$ cat src/rtl/dsl_pkg.sv
package dsl_pkg;
  localparam int unsigned WORD_W   = 16;
  localparam logic [15:0] CRC_POLY = 16'h1021;
  localparam logic [15:0] CRC_SEED = 16'h4ABA;

  typedef enum logic [1:0] {TX_IDLE, TX_RUN, TX_EDGE, TX_TERM} tx_state_e;

  function automatic logic [15:0] crc16_word(input logic [15:0] c, input logic [15:0] d);
    logic [15:0] r;
    logic fb;
    r = c;
    for (int i = 15; i >= 0; i--) begin
      fb = r[15] ^ d[i];
      r  = {r[14:0], 1'b0};
      if (fb) r = r ^ CRC_POLY;
    end
    return r;
  endfunction
endpackage

$ cat src/rtl/dsl_crc16.sv
module dsl_crc16
  import dsl_pkg::*;
(
  input  logic              clk_i,
  input  logic              rst_ni,
  input  logic              seed_i,
  input  logic              upd_i,
  input  logic [WORD_W-1:0] data_i,
  output logic [15:0]       crc_o
);
  always_ff @(posedge clk_i or negedge rst_ni) begin
    if (!rst_ni)     crc_o <= CRC_SEED;
    else if (seed_i) crc_o <= CRC_SEED;
    else if (upd_i)  crc_o <= crc16_word(crc_o, data_i);
  end
endmodule

$ cat src/rtl/dsl_fifo.sv
module dsl_fifo #(
  parameter int unsigned DW    = 16,
  parameter int unsigned DEPTH = 8
) (
  input  logic                       clk_i,
  input  logic                       rst_ni,
  input  logic                       push_i,
  input  logic [DW-1:0]              wdata_i,
  input  logic                       pop_i,
  output logic [DW-1:0]              rdata_o,
  output logic [$clog2(DEPTH+1)-1:0] level_o
);
  localparam int unsigned AW = (DEPTH > 1) ? $clog2(DEPTH) : 1;
  localparam int unsigned LW = $clog2(DEPTH+1);
  localparam logic [AW-1:0] LAST = AW'(DEPTH - 1);
  localparam logic [LW-1:0] FULL = LW'(DEPTH);

  logic [DW-1:0] mem [DEPTH];
  logic [AW-1:0] wr_q, rd_q;
  logic push_ok, pop_ok;

  assign push_ok = push_i && (level_o != FULL);
  assign pop_ok  = pop_i && (level_o != '0);
  assign rdata_o = mem[rd_q];

  always_ff @(posedge clk_i) begin
    if (push_ok) mem[wr_q] <= wdata_i;
  end

  always_ff @(posedge clk_i or negedge rst_ni) begin
    if (!rst_ni) begin
      wr_q    <= '0;
      rd_q    <= '0;
      level_o <= '0;
    end else begin
      if (push_ok) wr_q <= (wr_q == LAST) ? '0 : wr_q + 1'b1;
      if (pop_ok)  rd_q <= (rd_q == LAST) ? '0 : rd_q + 1'b1;
      case ({push_ok, pop_ok})
        2'b10:   level_o <= level_o + 1'b1;
        2'b01:   level_o <= level_o - 1'b1;
        default: level_o <= level_o;
      endcase
    end
  end
endmodule

$ cat src/rtl/dsl_tx.sv
module dsl_tx
  import dsl_pkg::*;
#(
  parameter int unsigned DIV_W = 8
) (
  input  logic              clk_i,
  input  logic              rst_ni,
  input  logic [DIV_W-1:0]  half_div_i,
  input  logic              start_i,
  input  logic              end_i,
  input  logic              pause_i,
  input  logic              src_valid_i,
  input  logic [WORD_W-1:0] src_data_i,
  output logic              src_ready_o,
  output logic              act_o,
  output logic              strobe_o,
  output logic [WORD_W-1:0] data_o
);
  localparam logic [DIV_W-1:0] MIN_DIV = DIV_W'(2);

  tx_state_e         state_q;
  logic [DIV_W-1:0]  cnt_q, div_eff;
  logic              end_req_q, load, seed;
  logic [15:0]       host_crc;

  assign div_eff     = (half_div_i < MIN_DIV) ? MIN_DIV : half_div_i;
  assign src_ready_o = (state_q == TX_RUN) && (cnt_q == '0) && !end_req_q && !pause_i;
  assign load        = src_ready_o && src_valid_i;
  assign seed        = (state_q == TX_IDLE) && start_i;

  dsl_crc16 u_host_crc (
    .clk_i  (clk_i),
    .rst_ni (rst_ni),
    .seed_i (seed),
    .upd_i  (load),
    .data_i (src_data_i),
    .crc_o  (host_crc)
  );

  always_ff @(posedge clk_i or negedge rst_ni) begin
    if (!rst_ni) begin
      state_q   <= TX_IDLE;
      cnt_q     <= '0;
      end_req_q <= 1'b0;
      act_o     <= 1'b0;
      strobe_o  <= 1'b0;
      data_o    <= '0;
    end else begin
      if (end_i && (state_q == TX_RUN || state_q == TX_EDGE)) end_req_q <= 1'b1;
      case (state_q)
        TX_IDLE: begin
          if (start_i) begin
            state_q   <= TX_RUN;
            act_o     <= 1'b1;
            cnt_q     <= '0;
            end_req_q <= 1'b0;
          end
        end
        TX_RUN: begin
          if (cnt_q != '0) begin
            cnt_q <= cnt_q - 1'b1;
          end else if (end_req_q) begin
            data_o  <= host_crc;
            state_q <= TX_TERM;
          end else if (load) begin
            data_o  <= src_data_i;
            state_q <= TX_EDGE;
          end
        end
        TX_EDGE: begin
          strobe_o <= ~strobe_o;
          cnt_q    <= div_eff - MIN_DIV;
          state_q  <= TX_RUN;
        end
        TX_TERM: begin
          act_o    <= 1'b0;
          strobe_o <= 1'b0;
          state_q  <= TX_IDLE;
        end
        default: state_q <= TX_IDLE;
      endcase
    end
  end
endmodule

$ cat src/rtl/dsl_rx.sv
module dsl_rx
  import dsl_pkg::*;
#(
  parameter int unsigned DEPTH     = 8,
  parameter int unsigned PAUSE_LVL = 6
) (
  input  logic                       clk_i,
  input  logic                       rst_ni,
  input  logic                       act_i,
  input  logic                       strobe_i,
  input  logic [WORD_W-1:0]          data_i,
  input  logic                       rd_ready_i,
  output logic                       rd_valid_o,
  output logic [WORD_W-1:0]          rd_data_o,
  output logic                       pause_o,
  output logic [$clog2(DEPTH+1)-1:0] level_o,
  output logic                       ok_o,
  output logic                       err_o
);
  localparam int unsigned LW = $clog2(DEPTH+1);

  logic              act_q, act_qq, strb_q, strb_qq;
  logic [WORD_W-1:0] data_q;
  logic              edge_hit, act_rise, act_fall;
  logic [15:0]       dev_crc;

  always_ff @(posedge clk_i or negedge rst_ni) begin
    if (!rst_ni) begin
      act_q   <= 1'b0;
      act_qq  <= 1'b0;
      strb_q  <= 1'b0;
      strb_qq <= 1'b0;
      data_q  <= '0;
    end else begin
      act_q   <= act_i;
      act_qq  <= act_q;
      strb_q  <= strobe_i;
      strb_qq <= strb_q;
      data_q  <= data_i;
    end
  end

  // a strobe change that coincides with the active line dropping is not a word
  assign edge_hit = act_q && act_qq && (strb_q != strb_qq);
  assign act_rise = act_q && !act_qq;
  assign act_fall = !act_q && act_qq;

  dsl_fifo #(.DW(WORD_W), .DEPTH(DEPTH)) u_fifo (
    .clk_i   (clk_i),
    .rst_ni  (rst_ni),
    .push_i  (edge_hit),
    .wdata_i (data_q),
    .pop_i   (rd_ready_i),
    .rdata_o (rd_data_o),
    .level_o (level_o)
  );

  assign rd_valid_o = (level_o != '0);
  assign pause_o    = (level_o >= LW'(PAUSE_LVL));

  dsl_crc16 u_dev_crc (
    .clk_i  (clk_i),
    .rst_ni (rst_ni),
    .seed_i (act_rise),
    .upd_i  (edge_hit),
    .data_i (data_q),
    .crc_o  (dev_crc)
  );

  always_ff @(posedge clk_i or negedge rst_ni) begin
    if (!rst_ni) begin
      ok_o  <= 1'b0;
      err_o <= 1'b0;
    end else begin
      ok_o  <= act_fall && (data_q == dev_crc);
      err_o <= act_fall && (data_q != dev_crc);
    end
  end
endmodule

$ cat src/rtl/dsl_link.sv
module dsl_link
  import dsl_pkg::*;
#(
  parameter int unsigned DIV_W      = 8,
  parameter int unsigned FIFO_DEPTH = 8,
  parameter int unsigned PAUSE_LVL  = 6
) (
  input  logic              clk_i,
  input  logic              rst_ni,
  input  logic [DIV_W-1:0]  half_div_i,
  input  logic              burst_start_i,
  input  logic              burst_end_i,
  input  logic              src_valid_i,
  input  logic [15:0]       src_data_i,
  output logic              src_ready_o,
  output logic              link_act_o,
  output logic              link_strobe_o,
  output logic [15:0]       link_data_o,
  input  logic              link_act_i,
  input  logic              link_strobe_i,
  input  logic [15:0]       link_data_i,
  output logic              rx_valid_o,
  output logic [15:0]       rx_data_o,
  input  logic              rx_ready_i,
  output logic              pause_o,
  output logic              crc_ok_o,
  output logic              crc_error_o
);
  localparam int unsigned LVL_W = $clog2(FIFO_DEPTH+1);

  logic [LVL_W-1:0] rx_level;

  dsl_tx #(.DIV_W(DIV_W)) u_tx (
    .clk_i       (clk_i),
    .rst_ni      (rst_ni),
    .half_div_i  (half_div_i),
    .start_i     (burst_start_i),
    .end_i       (burst_end_i),
    .pause_i     (pause_o),
    .src_valid_i (src_valid_i),
    .src_data_i  (src_data_i),
    .src_ready_o (src_ready_o),
    .act_o       (link_act_o),
    .strobe_o    (link_strobe_o),
    .data_o      (link_data_o)
  );

  dsl_rx #(.DEPTH(FIFO_DEPTH), .PAUSE_LVL(PAUSE_LVL)) u_rx (
    .clk_i      (clk_i),
    .rst_ni     (rst_ni),
    .act_i      (link_act_i),
    .strobe_i   (link_strobe_i),
    .data_i     (link_data_i),
    .rd_ready_i (rx_ready_i),
    .rd_valid_o (rx_valid_o),
    .rd_data_o  (rx_data_o),
    .pause_o    (pause_o),
    .level_o    (rx_level),
    .ok_o       (crc_ok_o),
    .err_o      (crc_error_o)
  );
endmodule

$ cat config.mk
export PLATFORM = sky130hd
export DESIGN_NAME = dsl_link
export DESIGN_NICKNAME = d
export VERILOG_FILES = /design/src/rtl/dsl_pkg.sv /design/src/rtl/dsl_crc16.sv /design/src/rtl/dsl_fifo.sv /design/src/rtl/dsl_tx.sv /design/src/rtl/dsl_rx.sv /design/src/rtl/dsl_link.sv
export SDC_FILE = /design/constraint.sdc
export NUM_CORES = 1
export LEC_CHECK = 0
export ABC_AREA = 1
export BUFFER_PORTS_ARGS = -buffer_cell sky130_fd_sc_hd__buf_2
export CORE_MARGIN = 2
export CORE_UTILIZATION = 50
export CTS_CLUSTER_DIAMETER = 60
export DETAILED_ROUTE_END_ITERATION = 10
export GPL_ROUTABILITY_DRIVEN = 0
export PLACE_DENSITY_LB_ADDON = 0.1
export SKIP_LAST_GASP = 1
export SLEW_MARGIN = 20
export SYNTH_ARGS = -nofsm -noshare
export SYNTH_HDL_FRONTEND = slang
export SYNTH_SLANG_ARGS = --single-unit
$ cat constraint.sdc
create_clock -name clk_i -period 2.5 [get_ports clk_i]
set_input_delay 0.125 -clock clk_i [delete_from_list [all_inputs] [get_ports clk_i]]
set_output_delay 0.125 -clock clk_i [all_outputs]
set_load 0.02 [all_outputs]
Word-level counts from Yosys, hierarchy flattened
Memories as Yosys holds them, arrays and structs flattened.
Cells that the tools add are included.
Widths: inputs -> output; s select.
{"block": "op_classes", "mux": 118, "n_reduce_logical": 34, "bitwise_logic": 66, "div": 0, "n_lt_le_gt_ge": 2, "n_addsub": 6, "n_mul": 0, "n_eq_ne": 15, "shift": 0}
{"cell": "$mux 16", "n": 66}
{"cell": "$mux 13", "n": 32}
{"cell": "$not 3->3", "n": 32}
{"cell": "$xor 1x1->1", "n": 32}
{"cell": "$mux 8", "n": 3}
{"cell": "$pmux 8 s3", "n": 1}
{"cell": "$eq 16x16->1", "n": 1}
{"cell": "$ne 16x16->1", "n": 1}
{"cell": "$logic_and 1x1->1", "n": 14}
{"cell": "$reduce_bool 2->1", "n": 6}
{"cell": "$reduce_and 3->1", "n": 3}
{"cell": "$logic_not 8->1", "n": 1}
{"cell": "$lt 8x2->1 const B", "n": 1}
{"cell": "$mux 2", "n": 4}
{"cell": "$pmux 2 s4", "n": 1}
{"cell": "$pmux 4 s2", "n": 1}
{"cell": "$reduce_bool 8->1", "n": 1}
{"cell": "$sub 8x1->8 const B", "n": 1}
{"cell": "$sub 8x2->8 const B", "n": 1}
{"cell": "$add 3x1->3 const B", "n": 2}
{"cell": "$eq 2x2->1 const B", "n": 3}
{"cell": "$eq 3x3->1 const B", "n": 2}
{"cell": "$mux 1", "n": 6}
{"cell": "$mux 3", "n": 2}
{"cell": "other kinds (16)", "n": 24}
{"block": "word_totals", "in_bits": 48, "ram_bits": 128, "rom_bits": 0, "register_bits": 93, "n_memories": 1, "latch_bits": 0}
{"memory": "u_rx.u_fifo.mem", "depth": 8, "word_bits": 16, "read_ports": 1, "rd_clocked_by_memory_dff": 0, "wr": 1, "line_no": "dsl_fifo.sv:18", "source": "logic [DW-1:0] mem [DEPTH];"}

Depth between registers and ports, before layout
{"block": "logic_depth", "depth_word": 67, "depth_mapped": 14}

By module
Synthesis repeated with hierarchy kept, for this count alone.
{"block": "hier_totals", "cells_unflattened": 1392, "area_unflattened_um2": 11746.3}
{"module": "dsl_fifo", "area_per_inst_um2": 6123.4, "n_inst": 1, "cells_per_inst": 638, "seq_area_each_um2": 4093.9}
{"module": "dsl_crc16", "area_per_inst_um2": 1392.6, "n_inst": 2, "cells_per_inst": 202, "seq_area_each_um2": 410.4}
{"module": "dsl_tx", "area_per_inst_um2": 1904.3, "n_inst": 1, "cells_per_inst": 232, "seq_area_each_um2": 725.7}
{"module": "dsl_rx", "area_per_inst_um2": 933.4, "n_inst": 1, "cells_per_inst": 118, "seq_area_each_um2": 550.5}

Worst setup path after synthesis
OpenSTA, ideal clock, no wires.
{"block": "synth_timing", "kind": "register to register", "start": "register u_rx.act_q", "end": "memory u_rx.u_fifo.mem[1][0], enable pin", "setup_time_ns": 0.388, "required_ns": 2.112, "path_buffers": 0, "synth_period_minus_slack_ns": 2.232, "arrival_ns": 1.844, "stages_incl_launch_ff": 9, "slack_ns": 0.268, "cell_sequence": "dfrtp_1 inv_1 nor2_1 nand3_1 a31oi_1 inv_1 nor2_1 inv_1 nor2_1"}
{"block": "synth_via", "elab_chain_len": 5}
{"element": "from (decl)", "line_no": "dsl_rx.sv:22", "source": "logic act_q, act_qq, strb_q, strb_qq;"}
{"element": "from (signal assigned)", "line_no": "dsl_rx.sv:35", "source": "act_q <= act_i;"}
{"element": "$logic_and 1x1->1 (2 in a row)", "line_no": "dsl_rx.sv:44", "source": "assign edge_hit = act_q && act_qq && (strb_q != strb_qq);"}
{"element": "$logic_and 1x1->1", "line_no": "dsl_fifo.sv:22", "source": "assign push_ok = push_i && (level_o != FULL);"}
{"element": "$mux 1", "line_no": "dsl_fifo.sv:27", "source": "if (push_ok) mem[wr_q] <= wdata_i;"}
{"element": "$mux 1 (implied by the code)", "line_no": "dsl_fifo.sv:27"}
{"element": "to (decl)", "line_no": "dsl_fifo.sv:18"}
No other way between the ends.

Worst setup path in the final report
{"block": "layout_timing", "start": "register u_rx.u_fifo.rd_q[1]", "end": "output port rx_data_o[11]"}
{"block": "layout_via", "elab_chain_len": 1}
{"element": "from (decl)", "line_no": "dsl_fifo.sv:19", "source": "logic [AW-1:0] wr_q, rd_q;"}
{"element": "from (signal assigned)", "line_no": "dsl_fifo.sv:37", "source": "if (pop_ok) rd_q <= (rd_q == LAST) ? '0 : rd_q + 1'b1;"}
{"element": "$mem_v2 8x16"}
{"element": "to (decl)", "line_no": "dsl_link.sv:23", "source": "output logic [15:0] rx_data_o,"}
No other way between the ends.

==> results.ini <==
[run_status]
run_status = finished clean

[drt]
routed-wl-met2_mm = 11.2
routed-wl-met3_mm = 1.31
dr_total_vias = 7753
final_antenna_net_count = 0
highest_layer = met4
totalWireLength_mm = 23.6
detail_route.first_pass.iterations = 5
drt-initial-drc-count = 422
avg_wl_per_cell_um = 15.5
wire_length_on_met1_mm = 10.4
viasPerCell = 5.12
route.detailed.drc = 0

[worst_setup_path]
crit_type = register to output pin
r2r_path_start = u_rx.act_q
timing.critical_path.fanout_max = 33
worstSetupStartpoint = u_rx.u_fifo.rd_q[1]
required_ns = 2.38
worst_ep_arrival_time_ns = 2.16
start_kind = register
regToRegSetupSlack_ns = 0.23
cp-end-kind = output pin
timing.reg2reg.worst_path_depth = 14

[cts]
clock_tree.buffer_depth = 3
clk_latency_ns = 0.52
clk_transition_reported_paths_ns = 0.06
cts_buffer_count = 25
clockRootBuffer = clkbuf_16
clock_sink_total = 221
tritoncts = yes
ctsHtreeMaxLevel = 1
postCtsSetupBuffers = 0

[synth]
synth.top_cells.by_area = edfxtp_1 36%, dfrtp_1 18%, nand2_1 7.5%
synth-seq-area-share = 0.587
synth-edff-count = 128
synth.cell_area_mm2 = 0.0105
syn_nets = 1146
post_synth.cell_area_avg_um2 = 9.73
synth-async-reset-ratio = 0.421
synthCells = 1083
postSynthRegisterBits = 221
yosysWarnings = 0
synth_top_area_cell = edfxtp_1
synthMostInstantiatedCell = nand2_1
synth.top_cells.by_count = 211 x nand2_1, 163 x nor2_1, 128 x edfxtp_1, 93 x o21ai_0, 91 x inv_1
synth_flop_cell = edfxtp_1
library_cells_used_by_synthesis = 42
synth_top_cell_area_share = 0.365

[sta]
timing.max_slew.rel_slack = 0.646
final.min_clock_period_ns = 2.29
setup-tns-final_ns = 0
finalMaxSlewViolations = 0
worst_hold_slack_ns = 0.0142
clock-skew-final_ns = 0.0116
max_freq_mhz = 438
report.final.hold_viol_count = 0
post-route-period-util = 0.914
worst-slew-pin-transition_ns = 0.530
grt_setup_unrepaired = no
setup_viol_count_final = 0

[power]
overall_power_after_layout_mw = 15.2
share_seq_of_total_power = 0.331
power_density_mw_per_mm2 = 1210
internal_power_mw = 8.99
swShare = 0.408
vdd.ir_drop.worst_mv = 0.885
leakage_nw = 5.39
pwr-share-comb = 0.436
power_frac_clock = 0.234
total_switching_power_mw = 6.19

[global_routing]
overflow = 0
grt_max_degree = 66
grt_first_pass_wirelength_mm = 38.4
global_route.usage.total = 0.218
grt_antenna_before_repair = 0
grt_pass1_vias = 7595

[layout]
layout-drive-gt1-share = 0.181
diodes = 0
nFillCells = 1783
regArea_mm2 = 0.00619
postLayoutCellArea_mm2 = 0.0125
final_cell_count_no_fill = 1515
synthToLayoutAreaGrowth_pct = 18.7
multiInputGateArea_mm2 = 0.00385
final_nets = 1284

[die]
num_io_pins = 87
design.die.area_mm2 = 0.0223
x_dimension_of_the_die_um = 149
design.core.area_mm2 = 0.0208
floorplan.die.height_um = 149
initial_cell_density_of_the_core = 0.506
placement_rows = 53

[placed_design]
place_inst = 1438
total_half_perimeter_wirelength_after_legalization_and_detailed_placement_mm = 15.6
placement.io_buffers = 86
placedInstanceArea_mm2 = 0.0114

[hold_path]
worst_hold_path_type = input pin to register
hold_depth = 3
hold_path.startpoint = src_data_i[13]

[run]
cap_viol_max_count = 0

## metrics by stage
step                 util  setup slack [ns]
floorplan               -             0.268
global placement    0.547             0.230
detailed placement  0.547             0.143
CTS                 0.600             0.108
global route        0.601            0.0229
finish              0.601             0.215
## registers in the layout (all words and copies together) (netlist names), 4 cells and up
name	cells
u_rx.u_fifo.mem	128
u_rx.data_q	16
u_rx.u_dev_crc.crc_o	16
u_tx.data_o	16
u_tx.u_host_crc.crc_o	16
u_tx.cnt_q	8
u_rx.u_fifo.level_o	4
## what timing repair did
| action | in CTS | in global routing |
|---|---|---|
| endpoints found under the setup margin | 0 | 2 |
| hold buffers | 31 | 0 |
| endpoints found under the hold margin | 109 | 0 |
| gates resized for setup | 0 | 3 |
## per-layer routing
layer,GRT usage,vias to the layer above
li1,-,3901
met1,0.291,3629
met2,0.367,182
met3,0.0388,41
met4,0.0676,0
met5,0,-
## worst max-delay path: stages, from the launching register on
cell and delay [ns]:
dfrtp_1 0.39, buf_4 0.39, o21ai_0 0.15, o22ai_1 0.17, nor2_1 0.05, a31oi_1 0.26
buf_2 0.23
## cells by family (layout without fill, tap and decap cells)
logic type,after synthesis,after routing,synth area share
AOI/OAI and AO/OA,180,180,0.0984
and+or+nand+nor,470,470,0.187
adders and majority gates,15,15,0.0185
muxes,11,11,0.0104
buffers and inverters,128,285,0.0485
DFF,221,221,0.587
xor gates and xnor gates,58,58,0.0496
## final cells by class
class | instances | area share
clock buffer | 32 | 0.0537
multi-input combinational | 734 | 0.308
timing repair buffer | 143 | 0.0770
tap | 275 | 0.0275
clock inverter | 14 | 0.0104
inverter | 96 | 0.0291
sequential | 221 | 0.495
## cell usage in the layout, fill, tap and decap left out, drive strengths merged, types with 28 or more instances in the layout
cell type and n:
buf 112, edfxtp 128, xnor2 28, clkbuf 32
xor2 30, dfrtp 77, nand3 46, dlygate4sd3 31
o21ai 114, inv 97, nand2 231, nor2 165
## power by group through the flow
stage	clock, mW	sequential, mW	combinational (mW)
floorplan	0	5.15	4.80
global placement	0	5.07	6.50
detailed placement	0	5.08	6.58
CTS	3.63	5.02	6.65
global route	3.78	5.10	7.54
finish	3.55	5.02	6.61
## path summary, 6_finish.rpt
path                                       endpoint
setup reg to reg             u_rx.u_fifo.level_o[3]
min in group asynchronous            u_rx.data_q[1]
hold / removal                      u_tx.data_o[13]
max in group asynchronous  u_rx.u_dev_crc.crc_o[14]
setup / recovery                      rx_data_o[11]
hold reg to reg                         u_rx.act_qq
(Power assumes the default switching activity.)
